==> config.mk <==
export PLATFORM = sky130hd
export DESIGN_NAME = cwd_decoder
export DESIGN_NICKNAME = d
export VERILOG_FILES = /design/src/rtl/cwd_pkg.sv /design/src/rtl/cwd_field_decode.sv /design/src/rtl/cwd_operand_size.sv /design/src/rtl/cwd_cond_eval.sv /design/src/rtl/cwd_decoder.sv
export SDC_FILE = /design/constraint.sdc
export NUM_CORES = 1
export LEC_CHECK = 0
export BUFFER_PORTS_ARGS = -buffer_cell sky130_fd_sc_hd__clkbuf_2
export CAP_MARGIN = 20
export CORE_MARGIN = 5
export CORE_UTILIZATION = 30
export CTS_CLUSTER_DIAMETER = 120
export DETAILED_ROUTE_END_ITERATION = 8
export HOLD_SLACK_MARGIN = 0.05
export PLACE_DENSITY_LB_ADDON = 0.08
export SYNTH_ARGS = -nofsm -noshare
export SYNTH_HDL_FRONTEND = slang
export SYNTH_SLANG_ARGS = --single-unit
export TNS_END_PERCENT = 10
==> constraint.sdc <==
create_clock -name clk -period 4.4 [get_ports clk]
set_clock_uncertainty 0.05 [all_clocks]
set_input_delay 0.44 -clock clk [delete_from_list [all_inputs] [get_ports clk]]
set_output_delay 0.44 -clock clk [all_outputs]
set_load 0.03 [all_outputs]
==> src/rtl/cwd_pkg.sv <==
package cwd_pkg;

    typedef enum logic [1:0] {
        OPK_REG  = 2'd0,
        OPK_RPTR = 2'd1,
        OPK_IMM  = 2'd2,
        OPK_IPTR = 2'd3
    } opk_t;

    typedef enum logic [1:0] {
        ARGS_NONE,
        ARGS_SRC,
        ARGS_BOTH,
        ARGS_ILLEGAL
    } argcls_t;

    typedef enum logic [1:0] {
        ST_IDLE,
        ST_SRC,
        ST_TGT
    } dec_state_t;

    typedef struct packed {
        logic [1:0] size;
        logic [5:0] opcode;
        logic       rsvd;
        logic [2:0] cond;
        logic [1:0] tgt_kind;
        logic [1:0] src_kind;
    } cw_fields_t;

    function automatic argcls_t opcode_class(input logic [5:0] op);
        argcls_t r;
        unique case (op)
            6'h00, 6'h0C, 6'h0D, 6'h10, 6'h1C, 6'h1D,
            6'h20, 6'h2A, 6'h3A:
                r = ARGS_NONE;
            6'h08, 6'h09, 6'h0A, 6'h11, 6'h18, 6'h19, 6'h1A,
            6'h28, 6'h29, 6'h2C, 6'h2D, 6'h31, 6'h33, 6'h3D:
                r = ARGS_SRC;
            6'h01, 6'h02, 6'h03, 6'h04, 6'h05, 6'h06, 6'h07,
            6'h0B, 6'h13, 6'h14, 6'h15, 6'h16, 6'h17, 6'h1B,
            6'h21, 6'h22, 6'h23, 6'h24, 6'h25, 6'h26, 6'h27,
            6'h32, 6'h34, 6'h35, 6'h39:
                r = ARGS_BOTH;
            default:
                r = ARGS_ILLEGAL;
        endcase
        return r;
    endfunction

endpackage

==> src/rtl/cwd_field_decode.sv <==
module cwd_field_decode
    import cwd_pkg::*;
(
    input  logic [15:0] cw,
    output cw_fields_t  fields,
    output argcls_t     cls,
    output logic        illegal
);
    always_comb begin
        fields  = cw_fields_t'(cw);
        cls     = opcode_class(fields.opcode);
        illegal = fields.rsvd
                | (fields.size == 2'd3)
                | (fields.cond == 3'd7)
                | (cls == ARGS_ILLEGAL);
    end
endmodule

==> src/rtl/cwd_operand_size.sv <==
module cwd_operand_size
    import cwd_pkg::*;
#(
    parameter int CNT_W = 3
) (
    input  logic [1:0]       kind,
    input  logic [1:0]       size,
    input  logic             used,
    output logic [CNT_W-1:0] nbytes
);
    always_comb begin
        nbytes = '0;
        if (used) begin
            unique case (opk_t'(kind))
                OPK_REG, OPK_RPTR: nbytes = CNT_W'(1);
                OPK_IMM:           nbytes = CNT_W'(1) << size[1:0];
                OPK_IPTR:          nbytes = CNT_W'(4);
                default:           nbytes = '0;
            endcase
        end
    end
endmodule

==> src/rtl/cwd_cond_eval.sv <==
module cwd_cond_eval (
    input  logic [2:0] cond,
    input  logic       z,
    input  logic       c,
    output logic       take
);
    always_comb begin
        unique case (cond)
            3'd0:    take = 1'b1;
            3'd1:    take = z;
            3'd2:    take = !z;
            3'd3:    take = c;
            3'd4:    take = !c;
            3'd5:    take = !z && !c;
            3'd6:    take = z || c;
            default: take = 1'b0;
        endcase
    end
endmodule

==> src/rtl/cwd_decoder.sv <==
module cwd_decoder
    import cwd_pkg::*;
#(
    parameter int REG_LAST = 34,
    parameter int CNT_W    = 3,
    parameter int LEN_W    = 4
) (
    input  logic             clk,
    input  logic             rst_n,
    input  logic             cw_valid,
    input  logic [15:0]      cw,
    input  logic             flag_z,
    input  logic             flag_c,
    input  logic             opb_valid,
    input  logic [7:0]       opb,
    output logic             dec_valid,
    output logic [5:0]       opcode,
    output logic [1:0]       op_size,
    output logic [2:0]       cond,
    output logic [1:0]       src_kind,
    output logic [1:0]       tgt_kind,
    output logic [CNT_W-1:0] src_bytes,
    output logic [CNT_W-1:0] tgt_bytes,
    output logic [LEN_W-1:0] insn_len,
    output logic             exec_en,
    output logic             bad_insn,
    output logic             bad_reg,
    output logic             busy
);
    localparam int NSLOT   = 2;
    localparam int HDR_LEN = 2;

    cw_fields_t       fld;
    argcls_t          cls;
    logic             illegal;
    logic             cond_ok;
    logic [1:0]       slot_kind [NSLOT];
    logic             slot_used [NSLOT];
    logic [CNT_W-1:0] slot_bytes[NSLOT];

    cwd_field_decode u_fields (
        .cw      (cw),
        .fields  (fld),
        .cls     (cls),
        .illegal (illegal)
    );

    cwd_cond_eval u_cond (
        .cond (fld.cond),
        .z    (flag_z),
        .c    (flag_c),
        .take (cond_ok)
    );

    assign slot_kind[0] = fld.src_kind;
    assign slot_kind[1] = fld.tgt_kind;
    assign slot_used[0] = !illegal && (cls == ARGS_SRC || cls == ARGS_BOTH);
    assign slot_used[1] = !illegal && (cls == ARGS_BOTH);

    for (genvar g = 0; g < NSLOT; g++) begin : g_slot
        cwd_operand_size #(.CNT_W(CNT_W)) u_size (
            .kind   (slot_kind[g]),
            .size   (fld.size),
            .used   (slot_used[g]),
            .nbytes (slot_bytes[g])
        );
    end

    dec_state_t       state, state_n;
    logic [CNT_W-1:0] rem, rem_n;
    logic             accept;
    logic [LEN_W-1:0] len_calc;

    assign accept   = cw_valid && (state == ST_IDLE);
    assign busy     = (state != ST_IDLE);
    assign len_calc = LEN_W'(HDR_LEN) + LEN_W'(slot_bytes[0]) + LEN_W'(slot_bytes[1]);

    function automatic logic is_reg_kind(input logic [1:0] k);
        return (opk_t'(k) == OPK_REG) || (opk_t'(k) == OPK_RPTR);
    endfunction

    // next-state logic
    always_comb begin
        state_n = state;
        rem_n   = rem;
        unique case (state)
            ST_IDLE: begin
                if (accept && slot_bytes[0] != '0) begin
                    state_n = ST_SRC;
                    rem_n   = slot_bytes[0];
                end
            end
            ST_SRC: begin
                if (opb_valid) begin
                    if (rem == CNT_W'(1)) begin
                        if (tgt_bytes != '0) begin
                            state_n = ST_TGT;
                            rem_n   = tgt_bytes;
                        end else begin
                            state_n = ST_IDLE;
                            rem_n   = '0;
                        end
                    end else begin
                        rem_n = rem - CNT_W'(1);
                    end
                end
            end
            ST_TGT: begin
                if (opb_valid) begin
                    if (rem == CNT_W'(1)) begin
                        state_n = ST_IDLE;
                        rem_n   = '0;
                    end else begin
                        rem_n = rem - CNT_W'(1);
                    end
                end
            end
            default: begin
                state_n = ST_IDLE;
                rem_n   = '0;
            end
        endcase
    end

    // state register
    always_ff @(posedge clk or negedge rst_n) begin
        if (!rst_n) begin
            state <= ST_IDLE;
            rem   <= '0;
        end else begin
            state <= state_n;
            rem   <= rem_n;
        end
    end

    // output register
    always_ff @(posedge clk or negedge rst_n) begin
        if (!rst_n) begin
            dec_valid <= 1'b0;
            opcode    <= '0;
            op_size   <= '0;
            cond      <= '0;
            src_kind  <= '0;
            tgt_kind  <= '0;
            src_bytes <= '0;
            tgt_bytes <= '0;
            insn_len  <= '0;
            exec_en   <= 1'b0;
            bad_insn  <= 1'b0;
            bad_reg   <= 1'b0;
        end else begin
            dec_valid <= accept;
            if (accept) begin
                opcode    <= fld.opcode;
                op_size   <= fld.size;
                cond      <= fld.cond;
                src_kind  <= fld.src_kind;
                tgt_kind  <= fld.tgt_kind;
                src_bytes <= slot_bytes[0];
                tgt_bytes <= slot_bytes[1];
                insn_len  <= len_calc;
                exec_en   <= cond_ok && !illegal;
                bad_insn  <= illegal;
            end
            bad_reg <= opb_valid && (opb > 8'(REG_LAST)) &&
                       (((state == ST_SRC) && is_reg_kind(src_kind)) ||
                        ((state == ST_TGT) && is_reg_kind(tgt_kind)));
        end
    end
endmodule

# Word level (Yosys, flattened, before mapping)
# Memories as Yosys holds them, arrays and structs flattened.
# Index checks and enable logic that the tools add are counted.
# word_totals
regBits	34
out_inout_bits	30
input_bits	30
romBits	128
wordCells	100
mem_count	1
# mem_list
memory	words	word_bits	read_ports	rd_ports_with_merged_regs	wr	line	source
(name not given)	64	2	1	0	0	cwd_pkg.sv:34	unique case (op)
# op_classes
bitwise	3
mux	19
n_reduce_logical	31
shift	1
add_sub_neg	3
magnitude_cmp	1
eq_ne	27
# op_table
op	n
3-bit one-hot mux with 3 select lines	3
3-bit 2-to-1 mux	8
2-bit equality test, second input constant	8
2-bit by 1-bit equality test with 1-bit output, second input constant	6
3-bit equality test, second input constant	4
2-bit 2-to-1 mux	6
1-bit logical AND	10
2-bit zero test	5
8-bit by 6-bit > comparator with 1-bit output, second input constant	1
2-bit inequality test, second input constant	4
1-bit one-hot mux with 7 select lines	1
3-bit by 1-bit equality test with 1-bit output, second input constant	2
3-bit by 2-bit equality test with 1-bit output, second input constant	2
2-bit one-hot mux with 3 select lines	1
3-bit nonzero test	2
1-bit logical OR	5
5-bit AND reduction	1
2-bit by 3-bit adder with 4-bit output, first input constant	1
4-bit by 3-bit adder with 4-bit output	1
2-bit OR reduction	2
1-bit zero test	3
3-bit zero test	1
1-bit OR	3
3-bit AND reduction	1
other kinds (4)	4

# Longest topological paths before layout
# depth
word_depth	11
ltp_mapped	16
depth_no_buf	16

# By module
# From an unflattened synthesis, not the netlist that was laid out.
# unflattened
hier_cells	199
area_unflattened_um2	2235.9
# modules_own_cells
mod	cells_each	n_inst	area_per_inst_um2	seq_area_each_um2
cwd_decoder	124	1	1637.8	850.8
cwd_field_decode	53	1	431.7	0.0
cwd_operand_size	6	2	42.5	0.0
cwd_cond_eval	10	1	81.3	0.0

# Worst setup path before layout
# No wires, ideal clock.
# synth_path
kind	input -> register
start	in cw[8]
end	reg insn_len[2]
slack_ps	799
setup_time_ps	128
n_path_buf	0
arrival_time_ps	3423
required_ps	4222
stages	15
path_cell_list	inv_1 > ha_1 > nor2_1 > a2111oi_0 > a21oi_1 > o21a_1 > ha_1 > a31oi_1 > nand2_2 > or2_1 > ha_1 > inv_1 > ha_1 > fa_1 > mux2_1
# synth_between
elab_chain_cells	8
elab_cells_between_ends	13
classes_between	2 x add/sub; 3 x eq/ne; 2 x mux; 1 x bitwise; 4 x reduce/logical; 1 x memory
# synth_lines
item	line	source
start, declared	cwd_decoder.sv:11	input logic [15:0] cw,
memory read 64 x 2 bit *	--	
2-bit equality test	cwd_field_decode.sv:15	| (cls == ARGS_ILLEGAL);
1-bit OR	cwd_field_decode.sv:15	
1-bit zero test	cwd_decoder.sv:57, cwd_decoder.sv:58	
1-bit logical AND	cwd_decoder.sv:57	assign slot_used[0] = !illegal && (cls == ARGS_SRC || cls == ARGS_BOTH);
3-bit 2-to-1 mux	cwd_operand_size.sv:13	if (used) begin
2-bit by 3-bit adder with 4-bit output	cwd_decoder.sv:76	assign len_calc = LEN_W'(HDR_LEN) + LEN_W'(slot_bytes[0]) + LEN_W'(slot_bytes[1]);
4-bit by 3-bit adder with 4-bit output *	cwd_decoder.sv:76	
net len_calc[2]	cwd_decoder.sv:72	logic [LEN_W-1:0] len_calc;
end signal, assigned	cwd_decoder.sv:161	insn_len <= len_calc;
end, declared	cwd_decoder.sv:24	output logic [LEN_W-1:0] insn_len,
# The timed path passes the listed nets; every way through them passes the cells marked *.
# A chain may end at the register's enable or synchronous reset.

# Worst setup path after layout
# layout_path
start	in cw[9]
end	reg insn_len[2]
# Same word-level chain as after synthesis.

==> results.md <==
- Outcome: complete, no violations
- # hold bufs at CTS: 0
- Yosys top cell by area: dfrtp_1
- Pre-CTS setup slack: 369 ps
- Top cells by area, synth: dfrtp_1 42%, ha_1 8.0%, mux2_1 7.8%
- Antenna cells: 0
- Grt total ovfl: 0
- Top_reg_cell synth: dfrtp_1
- Multi-input gate area: 0.00109 mm2
- Max VDD drop: 0.226 mV
- Fillers: 722
- Top delay family on crit path: adder cells
- Crit share post-route: 84.3%
- Final Util: 37.1%
- Reg2reg setup slack: 2490 ps
- Post-CTS setup buffers: 0
- Crit path cell chain: clkbuf_2, inv_1, ha_1, nor2_1, a2111oi_0, a21oi_1, o21a_1, ha_1, a31oi_1, nand2_2, or2_1, ha_1, inv_1, ha_1, fa_1, mux2_1
- Synth Instances: 187
- CTS Buf Count: 5
- 1st-iter DRT viols: 66
- HPWL Detailed: 3840 um
- PnR Total Power: 1.33 mW
- Slowest CP cell: fa_1
- CTS Sinks: 34
- Worst path buffer plus inverter count: 3
- Netlist Area Pre-Place: 0.00203 mm2
- Vias in the first global route: 1662
- Max_cap viols: 0
- Final WS setup: 693 ps
- Flops & latches, synth: 34
- Final #Nets: 292
- Vias: 1617
- Post-route cell area: 0.00248 mm2
- GPL Wtd Cong: 0.794
- DR vias/cell: 4.91
- First-pass GRT wire length: 8290 um
- Sequential share of the synthesized area: 41.9%
- Final setup viols: 0
- Clk Latency, worst-skew pair: 280 ps
- Library cells used by synthesis: 53
- Power Dens Cells: 538 mW/mm2
- CP Data Required Time: 4510 ps
- Largest net degree at the start of global routing: 35
- Sum of negative setup slack: 0 ps
- Initial Utilization: 30.4%
- I/O Buffers: 59
- Core area: 0.00668 mm2
- Longest Clk Path Bufs: 2
- Crit path launch type: input port
- Biggest regs: opcode x6, insn_len x4
- DR DRC count: 0
- GRT Total Usage: 12.2%
- Total die area: 0.00851 mm2
- Worst-path maximum fanout: 6
- Horiz. Die Dim: 92.3 um
- Syn avg cell area: 10.9 um2
- Max Fclk: 0.270 GHz
- Clock slew at reported path FFs: 70 ps
- Initial antenna violation count: 0
- RSZ-0062 raised after global routing: no
- Final Max Tran Viols: 0
- Area Growth Syn to Fin: 22.0%
- Root Buffer: clkbuf_8
- Post-route minimum period: 3710 ps
- Post-Route WL: 4940 um
- EDFF count, synth: 0
- Worst Setup End Kind: flip-flop
- Hold Path Class: in -> async
- Final ANT Viol Nets: 0
- Asr flop ratio synth: 100%
- CP arrival: 3820 ps
- Share of the synthesized area in the top cell type: 41.9%
- H-tree lvl count: 2
- Die Y: 92.3 um
- Worst slew margin: 40.4%
- Placed Area: 0.00238 mm2
- CP Class: in -> reg
- Count of final hold-check violations: 0
- Most flops, register: opcode
- Layout cells sized above 1: 34.1%
- Crit path top cell by count: ha_1
- Drt first pass iters: 4
- Site row count: 30
- Crit path largest cell delay: 430 ps
- Post-cts resize count: 0
- Pleak: 1.22 nW
- WL per Instance: 15.0 um
- Worst-Margin Slew: 895 ps
- IO Pins: 60
- Max reg flops: 6
- Mapped Nets: 231
- R2r startpoint: state[1]
- Synth Warn #: 0
- CTS tree: built
- Register area: 851 um2
- Worst reg2reg path depth: 4
- Crit Reg-Reg Endpoint: tgt_bytes[2]
## metrics by stage
stage               hold WS (ps)  instances
global route                 296        329
floorplan                   94.4        187
CTS                          256        329
global placement             422        321
finish                       224        329
detailed placement           424        321
## placed cells by master, fill, tap and decap left out, types with 5 or more instances in the layout
master    count
a21oi_1       5
o21ai_0       9
nor2b_1       7
nand2_1      16
inv_1        11
clkbuf_2     59
ha_1         13
nor2_1        9
mux2_1       14
dfrtp_1      34
clkbuf_8      6
## where the power goes
group / total [mW] / leakage, nW / internal, mW / switching (mW)
combinational: 0.607 / 0.751 / 0.215 / 0.392
clock: 0.242 / 0.0482 / 0.126 / 0.116
sequential: 0.482 / 0.423 / 0.416 / 0.0657
## layout make-up
cell class / instances / area share (%)
tap: 80 / 4.04
inverter: 12 / 1.82
clock inverter: 1 / 0.202
multi-input combinational: 136 / 44.2
sequential: 34 / 34.4
timing repair buffer: 59 / 11.9
clock buffer: 7 / 3.49
## routing by layer
metal | vias up | part of all wire [%] | GRT usage, %
met5 | - | 0 | 0
met4 | 0 | 1.1 | 3.34
met3 | 5 | 4.7 | 3.12
met2 | 32 | 48 | 19.6
met1 | 788 | 47 | 16.2
li1 | 792 | - | -
## Yosys cell counts, drive strengths merged, types with 3 or more instances
master   n
dfrtp   34
mux2    19
nand2   18
ha      13
o21ai   13
inv     12
nor2    10
nor2b    7
a211oi   5
a21oi    5
buf      5
nand3    4
nor3b    4
and2     3
o31ai    3
o32a     3
## worst max-delay path by stage
stage           from           to  slack (ps)  cells past startpoint
2_1_floorplan  cw[8]  insn_len[2]         800                     15
3_3_place_gp   cw[9]  insn_len[2]         460                     16
3_5_place_dp   cw[9]  insn_len[2]         370                     16
4_1_cts        cw[9]  insn_len[2]         660                     16
5_1_grt        cw[9]  insn_len[2]         360                     16
6_report       cw[9]  insn_len[2]         690                     16
## cells by family (layout without fill, tap and decap cells)
group           after synthesis  count (layout)  synth area share [%]
compound gates               46              46                  17.7
fa+ha+maj                    14              14                  9.00
xor+xnor                      1               1                 0.432
mux                          22              22                  12.8
flops                        34              34                  41.9
buf+inv                      17              79                  4.19
simple gates                 53              53                  13.9
No activity file was read; power rests on OpenSTA's default activity.
